File: src/rtl/wdog_pkg.sv
package wdog_pkg;
  typedef enum logic [1:0] {
    RA_LOAD  = 2'd0,
    RA_KICK  = 2'd1,
    RA_CTRL  = 2'd2,
    RA_COUNT = 2'd3
  } wd_reg_e;

  typedef enum logic [1:0] {
    PH_IDLE  = 2'd0,
    PH_RUN   = 2'd1,
    PH_GRACE = 2'd2,
    PH_DONE  = 2'd3
  } wd_phase_e;

  localparam int CTRL_MASK    = 0;
  localparam int CTRL_OVF     = 1;
  localparam int CTRL_ARMED   = 2;
  localparam int CTRL_SEC_LSB = 8;
endpackage

File: src/rtl/wdog_dcount.sv
module wdog_dcount #(
  parameter int          W       = 32,
  parameter logic [W-1:0] RST_VAL = '0
) (
  input  logic         clk_i,
  input  logic         rst_ni,
  input  logic         load_i,
  input  logic [W-1:0] load_val_i,
  input  logic         dec_i,
  output logic [W-1:0] cnt_o,
  output logic         zero_o
);
  logic [W-1:0] cnt_q;

  always_ff @(posedge clk_i) begin
    if (!rst_ni)      cnt_q <= RST_VAL;
    else if (load_i)  cnt_q <= load_val_i;
    else if (dec_i)   cnt_q <= cnt_q - W'(1);
  end

  assign cnt_o  = cnt_q;
  assign zero_o = (cnt_q == '0);

  a_r4_no_wrap: assert property (@(posedge clk_i) disable iff (!rst_ni)
    (zero_o && dec_i && !load_i) |=> zero_o);
endmodule

File: src/rtl/wdog_prescaler.sv
module wdog_prescaler #(
  parameter int DIV = 16
) (
  input  logic clk_i,
  input  logic rst_ni,
  input  logic clr_i,
  input  logic run_i,
  output logic tick_o
);
  localparam int PW = (DIV > 1) ? $clog2(DIV) : 1;
  localparam logic [PW-1:0] LAST = PW'(DIV - 1);

  logic [PW-1:0] div_q;

  always_ff @(posedge clk_i) begin
    if (!rst_ni || clr_i)  div_q <= '0;
    else if (run_i)        div_q <= (div_q == LAST) ? '0 : div_q + PW'(1);
  end

  assign tick_o = run_i && (div_q == LAST);

  a_r6_tick_spaced: assert property (@(posedge clk_i) disable iff (!rst_ni)
    (tick_o && DIV > 1) |=> !tick_o);
endmodule

File: src/rtl/wdog_two_stage.sv
module wdog_two_stage
  import wdog_pkg::*;
#(
  parameter int            CNT_W    = 32,
  parameter int            SEC_W    = 8,
  parameter int            PRE_DIV  = 16,
  parameter logic [31:0]   KEY      = 32'hECD9_F7BD,
  parameter logic [CNT_W-1:0] LOAD_RST = '1,
  parameter logic [SEC_W-1:0] SEC_INIT = '1
) (
  input  logic        clk_i,
  input  logic        rst_ni,
  input  logic        wd_en_i,
  input  logic        reg_we_i,
  input  logic [1:0]  reg_addr_i,
  input  logic [31:0] reg_wdata_i,
  output logic [31:0] reg_rdata_o,
  output logic        irq_o,
  output logic        tout_o
);
  localparam int SEC_HI = CTRL_SEC_LSB + SEC_W;

  wd_phase_e        phase_q, phase_d;
  wd_reg_e          addr;
  logic [CNT_W-1:0] load_q;
  logic             mask_q, ovf_q, tout_q;
  logic             key_wr, kick_ok;
  logic [CNT_W-1:0] p_cnt;
  logic             p_zero, p_load, p_dec;
  logic [SEC_W-1:0] s_cnt;
  logic             s_zero, s_load, s_dec;
  logic             tick, s_last, fire;
  logic [31:0]      ctrl_rd;

  assign addr    = wd_reg_e'(reg_addr_i);
  assign key_wr  = reg_we_i && (addr == RA_KICK) && (reg_wdata_i == KEY);
  assign kick_ok = key_wr && (phase_q != PH_DONE);

  // primary stage: tracks the reload value while idle, counts while running
  assign p_load = (phase_q == PH_IDLE) || kick_ok;
  assign p_dec  = (phase_q == PH_RUN) && !p_zero;

  wdog_dcount #(.W(CNT_W), .RST_VAL(LOAD_RST)) u_primary (
    .clk_i, .rst_ni,
    .load_i(p_load), .load_val_i(load_q), .dec_i(p_dec),
    .cnt_o(p_cnt), .zero_o(p_zero)
  );

  // grace stage: prescaled secondary countdown
  wdog_prescaler #(.DIV(PRE_DIV)) u_pre (
    .clk_i, .rst_ni,
    .clr_i(phase_q != PH_GRACE || kick_ok),
    .run_i(phase_q == PH_GRACE),
    .tick_o(tick)
  );

  assign s_load = (phase_q == PH_IDLE) || (phase_q == PH_RUN) || kick_ok;
  assign s_dec  = (phase_q == PH_GRACE) && tick;

  wdog_dcount #(.W(SEC_W), .RST_VAL(SEC_INIT)) u_secondary (
    .clk_i, .rst_ni,
    .load_i(s_load), .load_val_i(SEC_INIT), .dec_i(s_dec),
    .cnt_o(s_cnt), .zero_o(s_zero)
  );

  assign s_last = (s_cnt == SEC_W'(1));
  assign fire   = (phase_q == PH_GRACE) && !kick_ok && tick && s_last;

  always_comb begin
    phase_d = phase_q;
    unique case (phase_q)
      PH_IDLE:  if (wd_en_i || key_wr) phase_d = PH_RUN;
      PH_RUN:   if (!kick_ok && p_zero) phase_d = PH_GRACE;
      PH_GRACE: if (kick_ok) phase_d = PH_RUN;
                else if (fire) phase_d = PH_DONE;
      PH_DONE:  phase_d = PH_DONE;
      default:  phase_d = PH_IDLE;
    endcase
  end

  always_ff @(posedge clk_i) begin
    if (!rst_ni) begin
      phase_q <= PH_IDLE;
      load_q  <= LOAD_RST;
      mask_q  <= 1'b0;
      ovf_q   <= 1'b0;
      tout_q  <= 1'b0;
    end else begin
      phase_q <= phase_d;
      tout_q  <= fire;
      if (reg_we_i && addr == RA_LOAD) load_q <= reg_wdata_i[CNT_W-1:0];
      if (reg_we_i && addr == RA_CTRL) mask_q <= reg_wdata_i[CTRL_MASK];
      if (kick_ok)
        ovf_q <= 1'b0;
      else if (phase_q == PH_RUN && p_zero)
        ovf_q <= 1'b1;
    end
  end

  always_comb begin
    ctrl_rd                       = '0;
    ctrl_rd[CTRL_MASK]            = mask_q;
    ctrl_rd[CTRL_OVF]             = ovf_q;
    ctrl_rd[CTRL_ARMED]           = (phase_q != PH_IDLE);
    ctrl_rd[SEC_HI-1:CTRL_SEC_LSB] = s_cnt;
  end

  always_comb begin
    unique case (addr)
      RA_LOAD:  reg_rdata_o = 32'(load_q);
      RA_CTRL:  reg_rdata_o = ctrl_rd;
      RA_COUNT: reg_rdata_o = 32'(p_cnt);
      default:  reg_rdata_o = '0;
    endcase
  end

  assign irq_o  = ovf_q && !mask_q;
  assign tout_o = tout_q;

  // ---------------- assertions ----------------
  a_r1_quiet_after_reset: assert property (@(posedge clk_i)
    !rst_ni |=> (phase_q == PH_IDLE && !ovf_q && !tout_q));

  a_r2_stay_idle: assert property (@(posedge clk_i) disable iff (!rst_ni)
    (phase_q == PH_IDLE && !wd_en_i && !key_wr) |=> (phase_q == PH_IDLE));

  a_r3_sticky_arm: assert property (@(posedge clk_i) disable iff (!rst_ni)
    (phase_q != PH_IDLE) |=> (phase_q != PH_IDLE));

  a_r4_primary_step: assert property (@(posedge clk_i) disable iff (!rst_ni)
    (phase_q == PH_RUN && !kick_ok && !p_zero) |=> (p_cnt == $past(p_cnt) - CNT_W'(1)));

  a_r6_secondary_hold: assert property (@(posedge clk_i) disable iff (!rst_ni)
    (phase_q == PH_GRACE && !tick && !kick_ok) |=> $stable(s_cnt));

  a_r7_one_cycle: assert property (@(posedge clk_i) disable iff (!rst_ni)
    tout_o |=> !tout_o);

  a_r7_frozen: assert property (@(posedge clk_i) disable iff (!rst_ni)
    (phase_q == PH_DONE) |=> ($stable(p_cnt) && $stable(s_cnt) && ovf_q));

  a_r7_fires_at_zero: assert property (@(posedge clk_i) disable iff (!rst_ni)
    $rose(tout_o) |-> (s_zero && ovf_q));

  a_r8_kick_clears: assert property (@(posedge clk_i) disable iff (!rst_ni)
    kick_ok |=> (!ovf_q && !irq_o && p_cnt == $past(load_q) && s_cnt == SEC_INIT));
endmodule

File: config.mk
export PLATFORM = sky130hd
export DESIGN_NAME = wdog_two_stage
export DESIGN_NICKNAME = d
export VERILOG_FILES = /design/src/rtl/wdog_pkg.sv /design/src/rtl/wdog_dcount.sv /design/src/rtl/wdog_prescaler.sv /design/src/rtl/wdog_two_stage.sv
export SDC_FILE = /design/constraint.sdc
export NUM_CORES = 1
export LEC_CHECK = 0
export BUFFER_PORTS_ARGS = -buffer_cell sky130_fd_sc_hd__buf_2
export CAP_MARGIN = 10
export CELL_PAD_IN_SITES_DETAIL_PLACEMENT = 2
export CELL_PAD_IN_SITES_GLOBAL_PLACEMENT = 2
export CORE_ASPECT_RATIO = 1.4
export CORE_UTILIZATION = 33
export DETAILED_ROUTE_END_ITERATION = 12
export PLACE_DENSITY = 0.87
export SYNTH_ARGS = -nofsm -noshare
export SYNTH_HDL_FRONTEND = slang
export SYNTH_SLANG_ARGS = --single-unit
File: constraint.sdc
create_clock -name clk_i -period 3.2 [get_ports clk_i]
set_input_delay 0.64 -clock clk_i [delete_from_list [all_inputs] [get_ports clk_i]]
set_output_delay 0.64 -clock clk_i [all_outputs]
set_load 0.01 [all_outputs]
==> results of run 1 <==
-- final cells by class --
class,instances,area (um2),area share [%]
clock buffer,10,229,4.26
multi-input combinational,430,2640,49.1
timing repair buffer,92,513,9.55
inverter,14,52.6,0.978
clock inverter,6,91.3,1.70
sequential,81,1620,30.2
tap,182,228,4.24
-- worst max path at each step --
| stage | from | endpoint | slack, ns | cells after the start |
|---|---|---|---|---|
| floorplan | reg_addr_i[0] | u_primary.cnt_o[31] | 0.85 | 8 |
| global placement | reg_wdata_i[6] | u_primary.cnt_o[20] | 0.17 | 8 |
| detailed placement | reg_wdata_i[24] | u_primary.cnt_o[20] | 0.05 | 8 |
| CTS | u_primary.cnt_o[10] | u_primary.cnt_o[12] | 0.29 | 6 |
| global route | u_primary.cnt_o[10] | u_primary.cnt_o[10] | 0.15 | 6 |
| finish | u_primary.cnt_o[10] | u_primary.cnt_o[12] | 0.21 | 6 |
-- routing by layer --
layer / up-vias / routed length (um)
li1: 2213 / -
met1: 2516 / 7620
met2: 213 / 9750
met3: 71 / 875
met4: 0 / 847
met5: - / 0
-- cell usage after synthesis (all sizes together), types with 3 or more instances --
cell type  number  share of area [%]
xnor2           7                1.4
inv            14                1.2
a21o            3               0.50
nand3          56                6.2
nand4b          7                1.4
a221oi          5                1.1
o211ai         15                2.5
ha              5                1.4
a31oi           4               0.56
o21ai          15                1.8
nor3           16                2.4
mux2i           3               0.67
and2            3               0.42
xor2            5               0.98
nor2           32                2.7
o311ai         10                2.0
nand4          11                1.5
and3            3               0.42
mux2            9                2.3
buf            11                1.5
or4             9                1.6
nor4b           3               0.59
a22o           31                6.0
clkbuf         30                2.5
dfxtp          81                 36
nand2         104                8.7
nor4           13                2.3
a211o           3               0.59
or3            14                2.0
a21oi          16                1.8
-- power by group through the flow --
stage	Sequential (uW)	Combinational, uW	Clock [uW]
global placement	1140	337	0
finish	1130	362	1160
detailed placement	1140	353	0
CTS	1120	361	1170
floorplan	1120	216	0
global route	1130	388	1210
-- flip-flops by register name, summed over array words and instances (netlist names) --
register           flops
load_q                32
mask_q                 1
ovf_q                  1
phase_q                2
tout_o                 1
u_pre.div_q            4
u_primary.cnt_o       32
u_secondary.cnt_o      8
-- worst max-delay path, delay by kind of cell, from the launching register on --
kind,cells,cell delay [ns]
flip-flops,1,0.37
AND/OR/NAND/NOR,5,2.17
AO/OA/AOI/OAI,1,0.33
-- stage by stage --
step | cells | util, % | setup slack [ns] | hold WS [ns]
final | 815 | 40.3 | 0.214 | 0.503
after floorplan | 566 | - | 0.850 | 0.448
after CTS | 815 | 40.3 | 0.290 | 0.507
after global placement | 799 | 37.9 | 0.166 | 0.468
after detailed placement | 799 | 37.9 | 0.0468 | 0.492
after global routing | 815 | 40.3 | 0.146 | 0.530
-- kinds of logic after synthesis --
group / Yosys count
buf+inv: 55
xor+xnor: 12
simple gates: 284
fa+ha+maj: 7
flops: 81
compound gates: 115
mux: 12
==> results.toml, run 1 <==
[grt]
overflow = 0
grt_pass1_vias = 5416
met1_usage_pct = 31.4
grt_max_degree = 51
grt_util_met2_pct = 48.7
busiest_layer = "met2"
grt_pass1_wl_um = 29400
track_usage_pct = 27.6
use_met3_pct = 4.94
antenna_found_initial = 0

[setup_path]
crit_path_start_kind = "register"
cp_max_fo = 10
worst_setup_path_end_kind = "register"
cp_slowest_cell = "or4_1"
r2r-end = "u_primary.cnt_o[12]"
r2r_start = "u_primary.cnt_o[10]"
required_ns = 3.44
cp_slowest_stage_delay_ns = 0.63
crit_chain = "or4_1, nor3_4, nand4_1, nand3_1, nor2_1, a211o_1"
crit_arrival_ns = 3.23
rr_worst_depth = 6
rrSetupSlack_ns = 0.21
path_class = "reg -> reg"

[finish]
final_common_cell = "nand2_1"
drive_gt1_share_pct = 20.4
design_area_mm2 = 0.00537
nets = 671
layout-area-overhead-vs-synth_pct = 19.7
final_cell_mix = "nand2_1 (104), dfxtp_1 (81), buf_2 (71)"
num-fill-cells = 1519
num_antenna_cells = 0

[die]
io_pins = 72
die_h_um = 140
rows = 50
die_w_um = 101
core_mm2 = 0.0133
dieArea_mm2 = 0.0141
initial_core_util_pct = 33.7

[route]
firstDrtPassIters = 5
drt_wl_total_um = 19100
drcViolationCount = 0
routed-via-count = 5013
route.antenna.remaining_nets = 0
viasPerCell = 6.15
drt_iter0_drc = 404
wl_per_cell_um = 23.4

[outcome]
status = "complete, no violations"

[power_and_ir_drop]
power.total_uw = 2650
cellLeakagePower_uw = 0.00220
p_sw_uw = 758
p_per_area_mw_per_mm2 = 493
swShare_pct = 28.6
peakVddDrop_v = 0.000252
pwr-share-comb_pct = 13.7
clkPwrFrac_pct = 43.8
p_int_uw = 1890
seqPwrFrac_pct = 42.6

[clock_tree]
h-tree-depth = 3
cts_tree = "yes"
postCtsSetupBuffers = 0
clock_latency_ns = 0.36
cts_buffers = 9
cts_hold_buf = 0
cts.clk_slew.worst_paths_ns = 0.07
ctsResizeCount = 0
root_buffer = "clkbuf_16"
clockBufferDepth = 2
clock_sinks = 81

[yosys]
netlist_area_mm2 = 0.00449
synth_compound_area_share_pct = 19.2
synthCells = 566
synth-edff-count = 0
yosysUniqueCellTypes = 60
synth-adder-area-share_pct = 1.84
synth_top_family_by_area = "simple AND/OR/NAND/NOR gates"
synth-main-ff-cell = "dfxtp_1"
synth.mux.area_fraction_pct = 2.93
yosysWarnings = 0
ys_ff_latch = 81
synthSimpleGateAreaFrac_pct = 32.4
async_flop_share_pct = 0
synth_xor_area_share_pct = 2.34
syn_avg_cell_area_um2 = 7.93
ys_seq_area_share_pct = 36.1
syn-num-nets = 609

[sta]
fin_skew_ns = 0.00685
fmax_mhz = 335
maxSlewHeadroom_pct = 39.4
tightest_slew_ns = 0.907
final-setup-viol-count = 0
rsz0062_at_grt = "false"
period_share_pct = 93.3
hold_viol = 0
drv_slew = 0
fin_setup_tns_ns = 0
period_needed_ns = 2.99

[place]
globalplace.congestion = 0.857
dpl.hpwl_um = 13400
io_buffers = 71
place_area_mm2 = 0.00505

[worst_hold_path]
min_path_type = "reg -> reg"
min_path_cells = 2
min-delay-start = "load_q[18]"
holdPathEnd = "load_q[18]"

[flow_run]
drv_cap = 0
Note: power is estimated with default switching activity, not from simulation.
==> run 2: changes to the inputs <==
--- a/config.mk
+++ b/config.mk
@@ -13,6 +13,7 @@
 export CORE_UTILIZATION = 33
 export DETAILED_ROUTE_END_ITERATION = 12
 export PLACE_DENSITY = 0.87
+export RECOVER_POWER = 50
 export SYNTH_ARGS = -nofsm -noshare
 export SYNTH_HDL_FRONTEND = slang
 export SYNTH_SLANG_ARGS = --single-unit
==> run 2 against run 1 <==
Setup slack got worse by 0.0029 ns. Largest power group unchanged. Clock skew grew 0.0012 ns. Highest routed layer unchanged. Global-route usage unchanged. Via count decreased by 0.20%. Sequential share of layout area increased by 0.22 points.
==> results.toml, run 2 (same netlist as run 1, synthesis figures left out) <==
[outcome]
status = "complete, no violations"

[setup_path]
cp_slowest_stage_delay_ns = 0.63
crit_arrival_ns = 3.23
cp_max_fo = 10
path_class = "reg -> reg"
crit_chain = "or4_1, nor3_4, nand4_1, nand3_1, nor2_1, a211o_1"
cp_slowest_cell = "or4_1"
worst_setup_path_end_kind = "register"
crit_path_start_kind = "register"
required_ns = 3.44
rrSetupSlack_ns = 0.21

[route]
drcViolationCount = 0
route.antenna.remaining_nets = 0
routed-via-count = 5003
wl_per_cell_um = 23.4
drt_iter0_drc = 440
firstDrtPassIters = 5
viasPerCell = 6.14
drt_wl_total_um = 19100

[place]
dpl.hpwl_um = 13400
globalplace.congestion = 0.857
io_buffers = 71
place_ws_ns = 0.0468

[worst_hold_path]
min_path_type = "reg -> reg"

[die]
initial_core_util_pct = 33.7
core_mm2 = 0.0133
dieArea_mm2 = 0.0141
io_pins = 72
die_w_um = 101
rows = 50
die_h_um = 140

[clock_tree]
h-tree-depth = 3
postCtsSetupBuffers = 0
cts.clk_slew.worst_paths_ns = 0.07
ctsResizeCount = 0
clock_sinks = 81
cts_tree = "yes"
cts_hold_buf = 0
clock_latency_ns = 0.36
root_buffer = "clkbuf_16"
clockBufferDepth = 2
cts_buffers = 9

[sta]
final-setup-viol-count = 0
drv_slew = 0
maxSlewHeadroom_pct = 38.5
fin_skew_ns = 0.00809
setup_slack_ns = 0.211
hold_viol = 0
tightest_slew_ns = 0.921
rsz0062_at_grt = "false"
fmax_mhz = 335
fin_setup_tns_ns = 0
period_needed_ns = 2.99
period_share_pct = 93.4

[grt]
grt_util_met2_pct = 48.7
grt_pass1_wl_um = 29400
busiest_layer = "met2"
overflow = 0
grt_max_degree = 51
grt_pass1_vias = 5416
use_met3_pct = 4.94
track_usage_pct = 27.6
antenna_found_initial = 0
met1_usage_pct = 31.4

[finish]
final_cell_mix = "nand2_1 (104), dfxtp_1 (81), nand3_1 (56)"
num-fill-cells = 1538
final_common_cell = "nand2_1"
regArea_mm2 = 0.00162
layout-area-overhead-vs-synth_pct = 18.8
num_antenna_cells = 0
multi_input_area_mm2 = 0.00264
drive_gt1_share_pct = 16.9
nets = 671

[power_and_ir_drop]
peakVddDrop_v = 0.000251
cellLeakagePower_uw = 0.00214
p_per_area_mw_per_mm2 = 495

[flow_run]
drv_cap = 0
==> run 2: through the flow <==
stage / std cells / hold slack [ns] / utilization [%] / total power [uW] / cell area, um2
finish: 815 / 0.500 / 40.0 / 2640 / 5340
global route: 815 / 0.530 / 40.0 / 2720 / 5340
CTS: 815 / 0.507 / 40.3 / 2650 / 5370
detailed placement: 799 / 0.492 / 37.9 / 1500 / 5050
global placement: 799 / 0.468 / 37.9 / 1470 / 5050
floorplan: 566 / 0.448 / - / 1330 / 4490
==> run 2: layer usage <==
metal	part of all wire, %	vias to the layer above	wire [um]
li1	-	2210	-
met1	39	2521	7500
met2	51	214	9800
met3	5.4	58	1040
met4	4.0	0	770
met5	0	-	0
==> run 2: critical path, delay by kind of cell, from the launching register on <==
| kind | cells | cell delay [ns] |
|---|---|---|
| AOI/OAI and AO/OA | 1 | 0.33 |
| DFF | 1 | 0.37 |
| and+or+nand+nor | 5 | 2.16 |
==> run 2: power breakdown <==
| part | internal (uW) | leakage, uW | total, uW | switching (uW) |
|---|---|---|---|---|
| clock network | 687 | 0.000145 | 1160 | 470 |
| registers | 1060 | 0.000665 | 1130 | 70.2 |
| logic | 141 | 0.00133 | 356 | 216 |
| total | 1890 | 0.00214 | 2640 | 756 |
==> run 2: layout make-up <==
class | instances | share of cell area, %
multi-input combinational | 430 | 49.4
sequential | 81 | 30.4
timing repair buffer | 92 | 8.94
clock buffer | 10 | 4.29
tap | 182 | 4.27
clock inverter | 6 | 1.71
inverter | 14 | 0.985
==> run 2: worst paths after layout <==
kind	start	end	depth (start not counted)
setup / recovery	u_primary.cnt_o[10]	u_primary.cnt_o[12]	6
hold / removal	load_q[18]	load_q[18]	2
setup reg to reg	u_primary.cnt_o[10]	u_primary.cnt_o[12]	6
hold reg to reg	load_q[18]	load_q[18]	2
